[src/rtl/lcd_tg_pkg.sv]
package lcd_tg_pkg;

   typedef enum logic {
      PCLK_RISE_ACTIVE = 1'b0,
      PCLK_FALL_ACTIVE = 1'b1
   } pclk_edge_e;

   typedef enum logic {
      SPREAD_OFF = 1'b0,
      SPREAD_ON  = 1'b1
   } spread_e;

   // high outside [lo, hi), low inside
   function automatic logic sync_level(input int unsigned pos,
                                       input int unsigned lo,
                                       input int unsigned hi);
      return (pos < lo) || (pos >= hi);
   endfunction

   // true inside [lead, lead+span)
   function automatic logic in_window(input int unsigned pos,
                                      input int unsigned lead,
                                      input int unsigned span);
      return (pos >= lead) && (pos < lead + span);
   endfunction

endpackage

[src/rtl/lcd_tg_clkdiv.sv]
module lcd_tg_clkdiv #(
   parameter int DW = 8
) (
   input  logic          clk,
   input  logic          rst_n,
   input  logic          run,
   input  logic [DW-1:0] div,
   input  logic          fall,
   output logic          tick,
   output logic          pclk
);
   localparam int HW = DW + 1;

   logic [DW-1:0] cnt_q, cnt_nx;
   logic [HW-1:0] half;

   always_comb begin
      tick   = run && (cnt_q == div - 1'b1);
      cnt_nx = tick ? '0 : cnt_q + 1'b1;
      half   = ({1'b0, div} + 1'b1) >> 1;
   end

   always_ff @(posedge clk or negedge rst_n) begin
      if (!rst_n) begin
         cnt_q <= '0;
         pclk  <= 1'b0;
      end else if (!run) begin
         cnt_q <= '0;
         pclk  <= fall;
      end else begin
         cnt_q <= cnt_nx;
         pclk  <= ({1'b0, cnt_nx} < half) ? ~fall : fall;
      end
   end
endmodule

[src/rtl/lcd_tg_raster.sv]
module lcd_tg_raster #(
   parameter int CW = 12
) (
   input  logic          clk,
   input  logic          rst_n,
   input  logic          run,
   input  logic          tick,
   input  logic [CW-1:0] h_total,
   input  logic [CW-1:0] v_total,
   output logic [CW-1:0] hcnt,
   output logic [CW-1:0] vcnt,
   output logic          frame_end
);
   logic h_last, v_last;

   always_comb begin
      h_last    = (hcnt == h_total - 1'b1);
      v_last    = (vcnt == v_total - 1'b1);
      frame_end = tick && h_last && v_last;
   end

   always_ff @(posedge clk or negedge rst_n) begin
      if (!rst_n) begin
         hcnt <= '0;
         vcnt <= '0;
      end else if (!run) begin
         hcnt <= '0;
         vcnt <= '0;
      end else if (tick) begin
         if (h_last) begin
            hcnt <= '0;
            vcnt <= v_last ? '0 : vcnt + 1'b1;
         end else begin
            hcnt <= hcnt + 1'b1;
         end
      end
   end
endmodule

[src/rtl/lcd_tg_pixpipe.sv]
module lcd_tg_pixpipe #(
   parameter int CW        = 12,
   parameter int CH        = 6,
   parameter bit SPREAD_EN = 1'b1
) (
   input  logic          clk,
   input  logic          rst_n,
   input  logic          run,
   input  logic          tick,
   input  logic          spread,
   input  logic          hs_in,
   input  logic          vs_in,
   input  logic          de_in,
   input  logic [CW-1:0] col_in,
   input  logic [CW-1:0] row_in,
   input  logic [CH-1:0] r_in,
   input  logic [CH-1:0] g_in,
   input  logic [CH-1:0] b_in,
   output logic          hs_o,
   output logic          vs_o,
   output logic          de_o,
   output logic [CW-1:0] col_o,
   output logic [CW-1:0] row_o,
   output logic [CH-1:0] r_o,
   output logic [CH-1:0] g_o,
   output logic [CH-1:0] b_o
);
   logic          s1_hs, s1_vs, s1_de;
   logic [CW-1:0] s1_col, s1_row;
   logic [CH-1:0] s1_r, s1_g, s1_b;
   logic [CH-1:0] r_gate, g_gate, b_gate;
   logic [CH-1:0] r_nx, b_nx;

   always_comb begin
      r_gate = de_in ? r_in : '0;
      g_gate = de_in ? g_in : '0;
      b_gate = de_in ? b_in : '0;
   end

   generate
      if (SPREAD_EN) begin : g_spread
         logic [CH-1:0] b_s2;
         always_ff @(posedge clk or negedge rst_n) begin
            if (!rst_n)      b_s2 <= '0;
            else if (!run)   b_s2 <= '0;
            else if (tick)   b_s2 <= s1_b;
         end
         assign r_nx = spread ? r_gate : s1_r;
         assign b_nx = spread ? b_s2   : s1_b;
      end else begin : g_plain
         assign r_nx = s1_r;
         assign b_nx = s1_b;
      end
   endgenerate

   always_ff @(posedge clk or negedge rst_n) begin
      if (!rst_n) begin
         s1_hs <= 1'b1; s1_vs <= 1'b1; s1_de <= 1'b0;
         s1_col <= '0;  s1_row <= '0;
         s1_r <= '0; s1_g <= '0; s1_b <= '0;
         hs_o <= 1'b1;  vs_o <= 1'b1;  de_o <= 1'b0;
         col_o <= '0;   row_o <= '0;
         r_o <= '0; g_o <= '0; b_o <= '0;
      end else if (!run) begin
         s1_hs <= 1'b1; s1_vs <= 1'b1; s1_de <= 1'b0;
         s1_col <= '0;  s1_row <= '0;
         s1_r <= '0; s1_g <= '0; s1_b <= '0;
         hs_o <= 1'b1;  vs_o <= 1'b1;  de_o <= 1'b0;
         col_o <= '0;   row_o <= '0;
         r_o <= '0; g_o <= '0; b_o <= '0;
      end else if (tick) begin
         s1_hs  <= hs_in;  s1_vs  <= vs_in;  s1_de <= de_in;
         s1_col <= col_in; s1_row <= row_in;
         s1_r   <= r_gate; s1_g   <= g_gate; s1_b  <= b_gate;
         hs_o   <= s1_hs;  vs_o   <= s1_vs;  de_o  <= s1_de;
         col_o  <= s1_col; row_o  <= s1_row;
         g_o    <= s1_g;
         r_o    <= r_nx;
         b_o    <= b_nx;
      end
   end
endmodule

[src/rtl/lcd_timing_gen.sv]
module lcd_timing_gen
   import lcd_tg_pkg::*;
#(
   parameter int CW        = 12,
   parameter int DW        = 8,
   parameter int CH        = 6,
   parameter bit SPREAD_EN = 1'b1
) (
   input  logic          clk,
   input  logic          rst_n,
   input  logic [DW-1:0] cfg_div,
   input  logic          cfg_pclk_fall,
   input  logic          cfg_spread,
   input  logic [CW-1:0] cfg_h_total,
   input  logic [CW-1:0] cfg_h_lead,
   input  logic [CW-1:0] cfg_h_active,
   input  logic [CW-1:0] cfg_h_sync_lo,
   input  logic [CW-1:0] cfg_h_sync_hi,
   input  logic [CW-1:0] cfg_v_total,
   input  logic [CW-1:0] cfg_v_lead,
   input  logic [CW-1:0] cfg_v_active,
   input  logic [CW-1:0] cfg_v_sync_lo,
   input  logic [CW-1:0] cfg_v_sync_hi,
   input  logic [CH-1:0] pix_r,
   input  logic [CH-1:0] pix_g,
   input  logic [CH-1:0] pix_b,
   output logic          lcd_pclk,
   output logic          lcd_hsync,
   output logic          lcd_vsync,
   output logic          lcd_de,
   output logic [CW-1:0] lcd_col,
   output logic [CW-1:0] lcd_row,
   output logic [CH-1:0] lcd_r,
   output logic [CH-1:0] lcd_g,
   output logic [CH-1:0] lcd_b
);
   localparam int AXW = 5 * CW;

   typedef struct packed {
      logic [CW-1:0] total;
      logic [CW-1:0] lead;
      logic [CW-1:0] active;
      logic [CW-1:0] sync_lo;
      logic [CW-1:0] sync_hi;
   } axis_cfg_t;

   generate
      if (CW < 2 || CW > 16) begin : g_bad_cw
         $error("lcd_timing_gen: CW must lie in 2..16");
      end
      if (DW < 1 || DW > 16) begin : g_bad_dw
         $error("lcd_timing_gen: DW must lie in 1..16");
      end
      if (CH < 1) begin : g_bad_ch
         $error("lcd_timing_gen: CH must be at least 1");
      end
      if ($bits(axis_cfg_t) != AXW) begin : g_bad_axis
         $error("lcd_timing_gen: axis record width mismatch");
      end
   endgenerate

   axis_cfg_t     sh_h, sh_v;
   logic [DW-1:0] sh_div;
   pclk_edge_e    sh_pol;
   spread_e       sh_spread;
   logic          sh_run, load;
   logic          tick, frame_end;
   logic [CW-1:0] hcnt, vcnt;
   logic          hs_d, vs_d, de_d;

   assign sh_run = (sh_div != '0);
   assign load   = !sh_run || frame_end;

   always_ff @(posedge clk or negedge rst_n) begin
      if (!rst_n) begin
         sh_h      <= '0;
         sh_v      <= '0;
         sh_div    <= '0;
         sh_pol    <= PCLK_RISE_ACTIVE;
         sh_spread <= SPREAD_OFF;
      end else if (load) begin
         sh_h      <= '{cfg_h_total, cfg_h_lead, cfg_h_active, cfg_h_sync_lo, cfg_h_sync_hi};
         sh_v      <= '{cfg_v_total, cfg_v_lead, cfg_v_active, cfg_v_sync_lo, cfg_v_sync_hi};
         sh_div    <= cfg_div;
         sh_pol    <= pclk_edge_e'(cfg_pclk_fall);
         sh_spread <= spread_e'(cfg_spread);
      end
   end

   lcd_tg_clkdiv #(.DW(DW)) u_div (
      .clk  (clk),
      .rst_n(rst_n),
      .run  (sh_run),
      .div  (sh_div),
      .fall (sh_pol == PCLK_FALL_ACTIVE),
      .tick (tick),
      .pclk (lcd_pclk)
   );

   lcd_tg_raster #(.CW(CW)) u_raster (
      .clk      (clk),
      .rst_n    (rst_n),
      .run      (sh_run),
      .tick     (tick),
      .h_total  (sh_h.total),
      .v_total  (sh_v.total),
      .hcnt     (hcnt),
      .vcnt     (vcnt),
      .frame_end(frame_end)
   );

   always_comb begin
      hs_d = sync_level(32'(hcnt), 32'(sh_h.sync_lo), 32'(sh_h.sync_hi));
      vs_d = sync_level(32'(vcnt), 32'(sh_v.sync_lo), 32'(sh_v.sync_hi));
      de_d = in_window(32'(hcnt), 32'(sh_h.lead), 32'(sh_h.active)) &&
             in_window(32'(vcnt), 32'(sh_v.lead), 32'(sh_v.active));
   end

   lcd_tg_pixpipe #(.CW(CW), .CH(CH), .SPREAD_EN(SPREAD_EN)) u_pipe (
      .clk   (clk),
      .rst_n (rst_n),
      .run   (sh_run),
      .tick  (tick),
      .spread(sh_spread == SPREAD_ON),
      .hs_in (hs_d),
      .vs_in (vs_d),
      .de_in (de_d),
      .col_in(hcnt),
      .row_in(vcnt),
      .r_in  (pix_r),
      .g_in  (pix_g),
      .b_in  (pix_b),
      .hs_o  (lcd_hsync),
      .vs_o  (lcd_vsync),
      .de_o  (lcd_de),
      .col_o (lcd_col),
      .row_o (lcd_row),
      .r_o   (lcd_r),
      .g_o   (lcd_g),
      .b_o   (lcd_b)
   );
endmodule

[config.mk]
export PLATFORM = sky130hd
export DESIGN_NAME = lcd_timing_gen
export DESIGN_NICKNAME = d
export VERILOG_FILES = /design/src/rtl/lcd_tg_pkg.sv /design/src/rtl/lcd_tg_clkdiv.sv /design/src/rtl/lcd_tg_raster.sv /design/src/rtl/lcd_tg_pixpipe.sv /design/src/rtl/lcd_timing_gen.sv
export SDC_FILE = /design/constraint.sdc
export NUM_CORES = 1
export LEC_CHECK = 0
export BUFFER_PORTS_ARGS = -buffer_cell sky130_fd_sc_hd__buf_2
export CAP_MARGIN = 5
export CORE_ASPECT_RATIO = 1.5
export CORE_UTILIZATION = 26
export DETAILED_ROUTE_END_ITERATION = 8
export GPL_ROUTABILITY_DRIVEN = 0
export PLACE_DENSITY = 0.43
export REMOVE_ABC_BUFFERS = 1
export SYNTH_ARGS = -nofsm -noshare
export SYNTH_HDL_FRONTEND = slang
export SYNTH_SLANG_ARGS = --single-unit
export TNS_END_PERCENT = 5
[constraint.sdc]
create_clock -name clk -period 5.1 [get_ports clk]
set_input_delay 0.255 -clock clk [delete_from_list [all_inputs] [get_ports clk]]
set_output_delay 0.255 -clock clk [all_outputs]
set_load 0.03 [all_outputs]
==> impl_metrics.csv, run 1 <==
group,metric,value,unit
place,placedCellCount,2306,
cts,cts_sinks,259,
cts,cts_setup_buffers,0,
floorplan,die_h,297,um
floorplan,die_w,199,um
grt,grtUsageMet1,17.6,%
logic_synthesis,syn_area,15100,um2
logic_synthesis,ys_ff_latch,259,
floorplan,fp.dieArea,59200,um2
finish,drive_gt1_share,18.9,%
timing,slew_viol_final,0,
pwr,power.density,313,nW/um2
grt,grt-busiest-layer,"met2",
pwr,clkPwrFrac,37.8,%
place,preCtsSetupSlack,0.853,ns
logic_synthesis,seq_area_frac_synth,42.9,%
floorplan,io-pin-count,196,
cts,clk_pin_slew_worst_paths,0.06,ns
timing,finalCritPeriodShare,82.6,%
logic_synthesis,synth_warnings,0,
logic_synthesis,yosysTopAreaCellShare,42.2,%
detailed_routing,wire_per_inst,18.0,um
logic_synthesis,syn_inst,1398,
cts,cts_htree_levels,1,
hold_path,hold_class,"in -> async",
worst_setup_path,end_kind,"flop",
detailed_routing,drt_pre_antenna_iters,5,
pwr,intPower,4.25,mW
timing,setup_viol,0,
worst_setup_path,path_max_fanout,12,
detailed_routing,finalWirelength,45100,um
timing,hold_ws,0.291,ns
grt,met2_usage,29.7,%
detailed_routing,num_vias,11693,
run,cap_violations,0,
pwr,p_comb_share,21.8,%
cts,cts_tree,"yes",
timing,max_freq,0.238,GHz
status,status,"finished clean",
cts,cts_resized,0,
timing,finClkSkew,0.0131,ns
finish,fin_area,19400,um2
cts,postCtsHoldBufs,149,
place,placed_area,16900,um2
logic_synthesis,postSynthAreaPerCell,10.8,um2
finish,fin_util,34.0,%
timing,hold_violations,0,
timing,finalSetupTns,0,ns
timing,slew_headroom,31.5,%
grt,overflow,0,
finish,layout.cells.non_filler,2511,
place,place_hpwl,32000,um
grt,met3_usage,1.80,%
worst_setup_path,crit_required,5.61,ns
pwr,leakagePower,9.69,nW
worst_setup_path,reg2reg_slack,0.89,ns
timing,rsz0062_at_grt,"false",
grt,antenna_found_initial,0,
floorplan,initial_utilization,26.5,%
cts,root_buffer,"clkbuf_16",
place,port_buffers,195,
pwr,power,6.08,mW
cts,numCtsBuffers,30,
worst_setup_path,critPathLaunchType,"flop",
detailed_routing,ant_nets,0,
finish,nNetsFinal,2007,
finish,final_cell_mix,"dfrtp_1 (255), buf_2 (194), dlygate4sd3_1 (149), ha_1 (131), nor2_1 (122)",
grt,grt_max_degree,104,
logic_synthesis,synth_edf_count,0,
pwr,swShare,30.0,%
grt,grt_pass1_vias,12175,
finish,n_antenna_cell,0,
pwr,p_switching,1.83,mW
pwr,p_seq_share,40.4,%
logic_synthesis,ys.flop_type,"dfrtp_1",
cts,clk_latency,0.57,ns
detailed_routing,drc,0,
logic_synthesis,yosysUniqueCellTypes,77,
logic_synthesis,synthTopCellsByArea,"dfrtp_1 (42%), ha_1 (11%), mux2_1 (7.0%), mux2i_1 (4.6%), nor2_1 (3.1%)",
timing,fin_crit,4.21,ns
cts,max-clock-path-buffers,3,
pwr,vdd_drop_max,0.000234,V
timing,fin_ws,0.890,ns
floorplan,rows,107,
detailed_routing,vias_per_cell,4.66,
grt,grt_pass1_wl,70700,um
logic_synthesis,synth-async-reset-ratio,100,%
finish,synthToLayoutAreaGrowth,28.4,%
finish,layout_commonest_cell,"dfrtp_1",
logic_synthesis,synth_largest_area_cell,"dfrtp_1",
detailed_routing,drtIter0Drc,492,
floorplan,fp.coreArea,57200,um2
worst_setup_path,crit_arrival,4.72,ns
grt,grt_use_total,15.4,%
worst_setup_path,critPathKind,"reg -> reg",
timing,worst_pin_slew,1.00,ns
[metal layers]
layer | up-vias | share of wire (%)
li1 | 5692 | -
met1 | 5796 | 41
met2 | 157 | 55
met3 | 48 | 3.0
met4 | 0 | 1.9
met5 | - | 0
[critical path: stages, from the launching register on]
cell and delay [ns]:
dfrtp_1 0.49, inv_1 0.12, ha_1 0.34, xor2_1 0.16
nand2_1 0.06, a2111oi_0 0.88, o211ai_4 0.19, nor2_2 0.12
buf_4 0.21, nor2_1 0.08, ha_1 0.31, a21o_1 0.17
a21o_1 0.17, a21oi_1 0.13, nand2_1 0.11, or4_1 0.52
nand3_1 0.08
[power groups by stage]
stage                     sequential (mW)  combinational (mW)  clock (mW)
final                                2.46                1.32        2.30
after detailed placement             2.50                1.25           0
after global placement               2.50                1.22           0
after floorplan                      2.47               0.842           0
after CTS                            2.47                1.35        2.39
after global routing                 2.49                1.51        2.48
[sequential cells by signal, indices dropped and copies added, names as in the netlist, 8 cells and up]
signal and cells:
u_pipe.s1_row 12, sh_div 8, u_raster.vcnt 12, u_div.cnt_q 8
sh_v 60, u_pipe.row_o 12, u_pipe.s1_col 12, u_pipe.col_o 12
sh_h 60, u_raster.hcnt 12
[synthesized netlist by cell type (5+ instances only)]
master	n
a2111oi_0	5
a211oi_1	14
a21o_1	20
a21oi_1	45
a22o_1	30
a31o_2	7
a31oi_1	9
a32oi_1	10
and3_1	17
and4_1	5
buf_1	7
buf_2	23
buf_6	12
clkbuf_1	22
dfrtp_1	255
ha_1	131
inv_1	90
mux2_1	94
mux2_2	30
mux2i_1	69
nand2_1	44
nand2b_1	16
nand3_1	26
nand4_1	10
nor2_1	123
nor2b_1	13
nor3_1	16
nor4_1	8
o2111ai_1	10
o211ai_1	8
o21a_1	9
o21ai_0	42
o31ai_1	6
or2_2	7
or3_1	17
or4_1	7
xnor2_1	28
xor2_1	45
[layout make-up]
cell class,instances,area (um2)
flip-flops and latches,259,6490
repair buffers,362,2660
fillers,5904,37700
clock inverters,18,201
clock buffers,38,842
well taps,763,955
multi-input cells,981,7930
inverters,90,338
[cells by family after synthesis]
kind of cell,count (synthesis),synth area share (%)
flops,259,42.9
fa+ha+maj,133,11.1
compound gates,252,12.1
xor+xnor,73,4.23
buf+inv,158,4.79
simple gates,330,11.1
mux,193,13.8
[final timing paths]
kind	depth (start not counted)	to	startpoint
setup / recovery	16	u_div.pclk	sh_div[0]
hold / removal	2	sh_v[31]	rst_n
setup reg to reg	16	u_div.pclk	sh_div[0]
hold reg to reg	1	sh_h[18]	sh_h[18]
max in group asynchronous	3	sh_div[3]	rst_n
min in group clk	3	u_pipe.s1_b[5]	pix_b[5]
(Power assumes the default switching activity.)
==> run 2, diff against run 1 <==
Clock period 5.1 ns to 4.33 ns, I/O delays scaled along.
==> run 2 against run 1 <==
Effect of this change: hold slack worse by 0.034 ns; final area is 0.41% higher; highest routed layer unchanged; first-iteration DRC count is 13% lower; worst setup slack worse by 0.43 ns; routed wire length is 0.41% lower; critical endpoint unchanged.
==> impl_metrics.csv, run 2 (synthesis results as in run 1) <==
group,metric,value,unit
pwr,p_seq_share,40.8,%
floorplan,die_w,199,um
pwr,intPower,4.91,mW
timing,setup_viol,0,
detailed_routing,ant_nets,0,
finish,reg_top3,"sh_h (60), sh_v (60)",
floorplan,fp.dieArea,59200,um2
grt,grt_pass1_vias,12094,
finish,layout_commonest_cell,"dfrtp_1",
grt,antenna_found_initial,1,
pwr,p_switching,2.16,mW
finish,multi_input_comb_area,7930,um2
worst_setup_path,crit_arrival,4.38,ns
pwr,vdd_drop_max,0.000277,V
finish,regArea,6490,um2
worst_setup_path,crit_required,4.84,ns
timing,worst_pin_slew,0.829,ns
grt,grt_max_degree,97,
timing,finalSetupTns,0,ns
worst_setup_path,critPathMaxStageDelay,0.52,ns
floorplan,fp.coreArea,57200,um2
floorplan,die_h,297,um
timing,hold_ws,0.256,ns
pwr,leakagePower,9.73,nW
finish,synthToLayoutAreaGrowth,28.9,%
floorplan,initial_utilization,26.5,%
finish,drive_gt1_share,19.5,%
timing,slew_headroom,44.3,%
timing,rsz0062_at_grt,"false",
grt,grt_pass1_wl,70800,um
cts,clk_pin_slew_worst_paths,0.06,ns
cts,root_buffer,"clkbuf_16",
place,placedCellCount,2321,
timing,finalCritPeriodShare,89.3,%
detailed_routing,drtIter0Drc,430,
cts,cts_resized,0,
worst_setup_path,critPathKind,"reg -> reg",
run,cap_violations,0,
detailed_routing,finalWirelength,44900,um
timing,hold_violations,0,
pwr,power.density,363,nW/um2
detailed_routing,drc,0,
detailed_routing,wire_per_inst,17.8,um
detailed_routing,vias_per_cell,4.61,
worst_setup_path,critPathLaunchType,"flop",
finish,n_antenna_cell,0,
finish,fin_area,19500,um2
finish,final_cell_mix,"dfrtp_1 (255), buf_2 (194), dlygate4sd3_1 (149), ha_1 (131), nor2_1 (122)",
worst_setup_path,critical-path-slowest-cell,"dfrtp_1",
cts,cts_htree_levels,1,
hold_path,hold_class,"in -> async",
grt,overflow,0,
finish,nNetsFinal,2023,
pwr,clkPwrFrac,36.9,%
worst_setup_path,end_kind,"flop",
detailed_routing,drt_pre_antenna_iters,5,
pwr,swShare,30.5,%
worst_setup_path,crit_chain,"inv_1 -> ha_1 -> xor2_1 -> nand2_1 -> a2111oi_0 -> buf_4 -> o211ai_4 -> nor2_2 -> buf_4 -> nor2_1 -> ha_1 -> a21o_1 -> a21oi_1 -> nand2_1 -> or4_1 -> nand3_1",
timing,slew_viol_final,0,
cts,cts_sinks,259,
pwr,p_comb_share,22.3,%
cts,numCtsBuffers,31,
timing,finClkSkew,0.0176,ns
cts,max-clock-path-buffers,3,
finish,layout.cells.non_filler,2528,
timing,fin_crit,3.87,ns
floorplan,io-pin-count,196,
worst_setup_path,path_max_fanout,9,
timing,max_freq,0.259,GHz
cts,clk_latency,0.59,ns
finish,fin_util,34.1,%
grt,grt_use_total,15.4,%
finish,nFillCells,5817,
place,placed_area,17000,um2
cts,cts_tree,"yes",
detailed_routing,num_vias,11662,
place,port_buffers,195,
status,status,"finished clean",
place,place_hpwl,33000,um
floorplan,rows,107,
==> run 2: cell count changes in the layout (fill, tap and decap cells not counted) <==
cell	change
buf_4	+15
bufinv_16	-2
clkbuf_1	+3
clkinv_2	-3
clkinvlp_4	+3
inv_6	+1
==> run 2: layout make-up <==
class                   count  area share [%]
multi-input cells         981            40.7
flip-flops and latches    259            33.3
repair buffers            377            14.2
well taps                 763            4.90
clock buffers              41            4.38
inverters                  90            1.73
clock inverters            17           0.809
==> run 2: path summary, 6_finish.rpt <==
path,from,end,slack [ns],depth (start not counted)
setup reg to reg,sh_div[0],u_div.pclk,0.46,16
max in group asynchronous,rst_n,u_pipe.b_o[4],3.00,3
hold / removal,rst_n,sh_v[8],0.26,2
hold reg to reg,sh_h[22],sh_h[22],0.48,1
min in group clk,cfg_h_sync_hi[6],sh_h[6],0.38,3
setup / recovery,sh_div[0],u_div.pclk,0.46,16
==> run 2: power by group through the flow <==
stage	Sequential [mW]	Clock (mW)	Combinational (mW)
floorplan	2.90	0	0.992
global placement	2.93	0	1.47
detailed placement	2.94	0	1.50
CTS	2.89	2.73	1.62
global route	2.92	2.82	1.80
finish	2.88	2.61	1.58
==> run 2: layer usage <==
metal | GRT usage [%] | wire (um)
met1 | 17.6 | 17800
met2 | 28.7 | 24000
met3 | 2.12 | 1620
met4 | 5.66 | 1450
met5 | 0 | 0
==> run 2: repair_timing <==
item	4_1_cts	5_1_grt
setup buffers	0	0
hold buffers	149	0
hold endpoints to repair	242	0
==> run 2: critical path: cells and delay by family (launching register included) <==
| kind | cells | cell delay [ns] |
|---|---|---|
| flops | 1 | 0.52 |
| compound gates | 4 | 0.89 |
| simple gates | 6 | 1.03 |
| fa+ha+maj | 2 | 0.64 |
| buf+inv | 3 | 0.57 |
| xor+xnor | 1 | 0.16 |
==> run 2: stage by stage <==
stage	total power, mW	setup slack (ns)
6_report	7.08	0.463
5_1_grt	7.54	0.137
4_1_cts	7.23	0.428
3_5_place_dp	4.43	0.433
3_3_place_gp	4.40	0.498
2_1_floorplan	3.90	-3.03
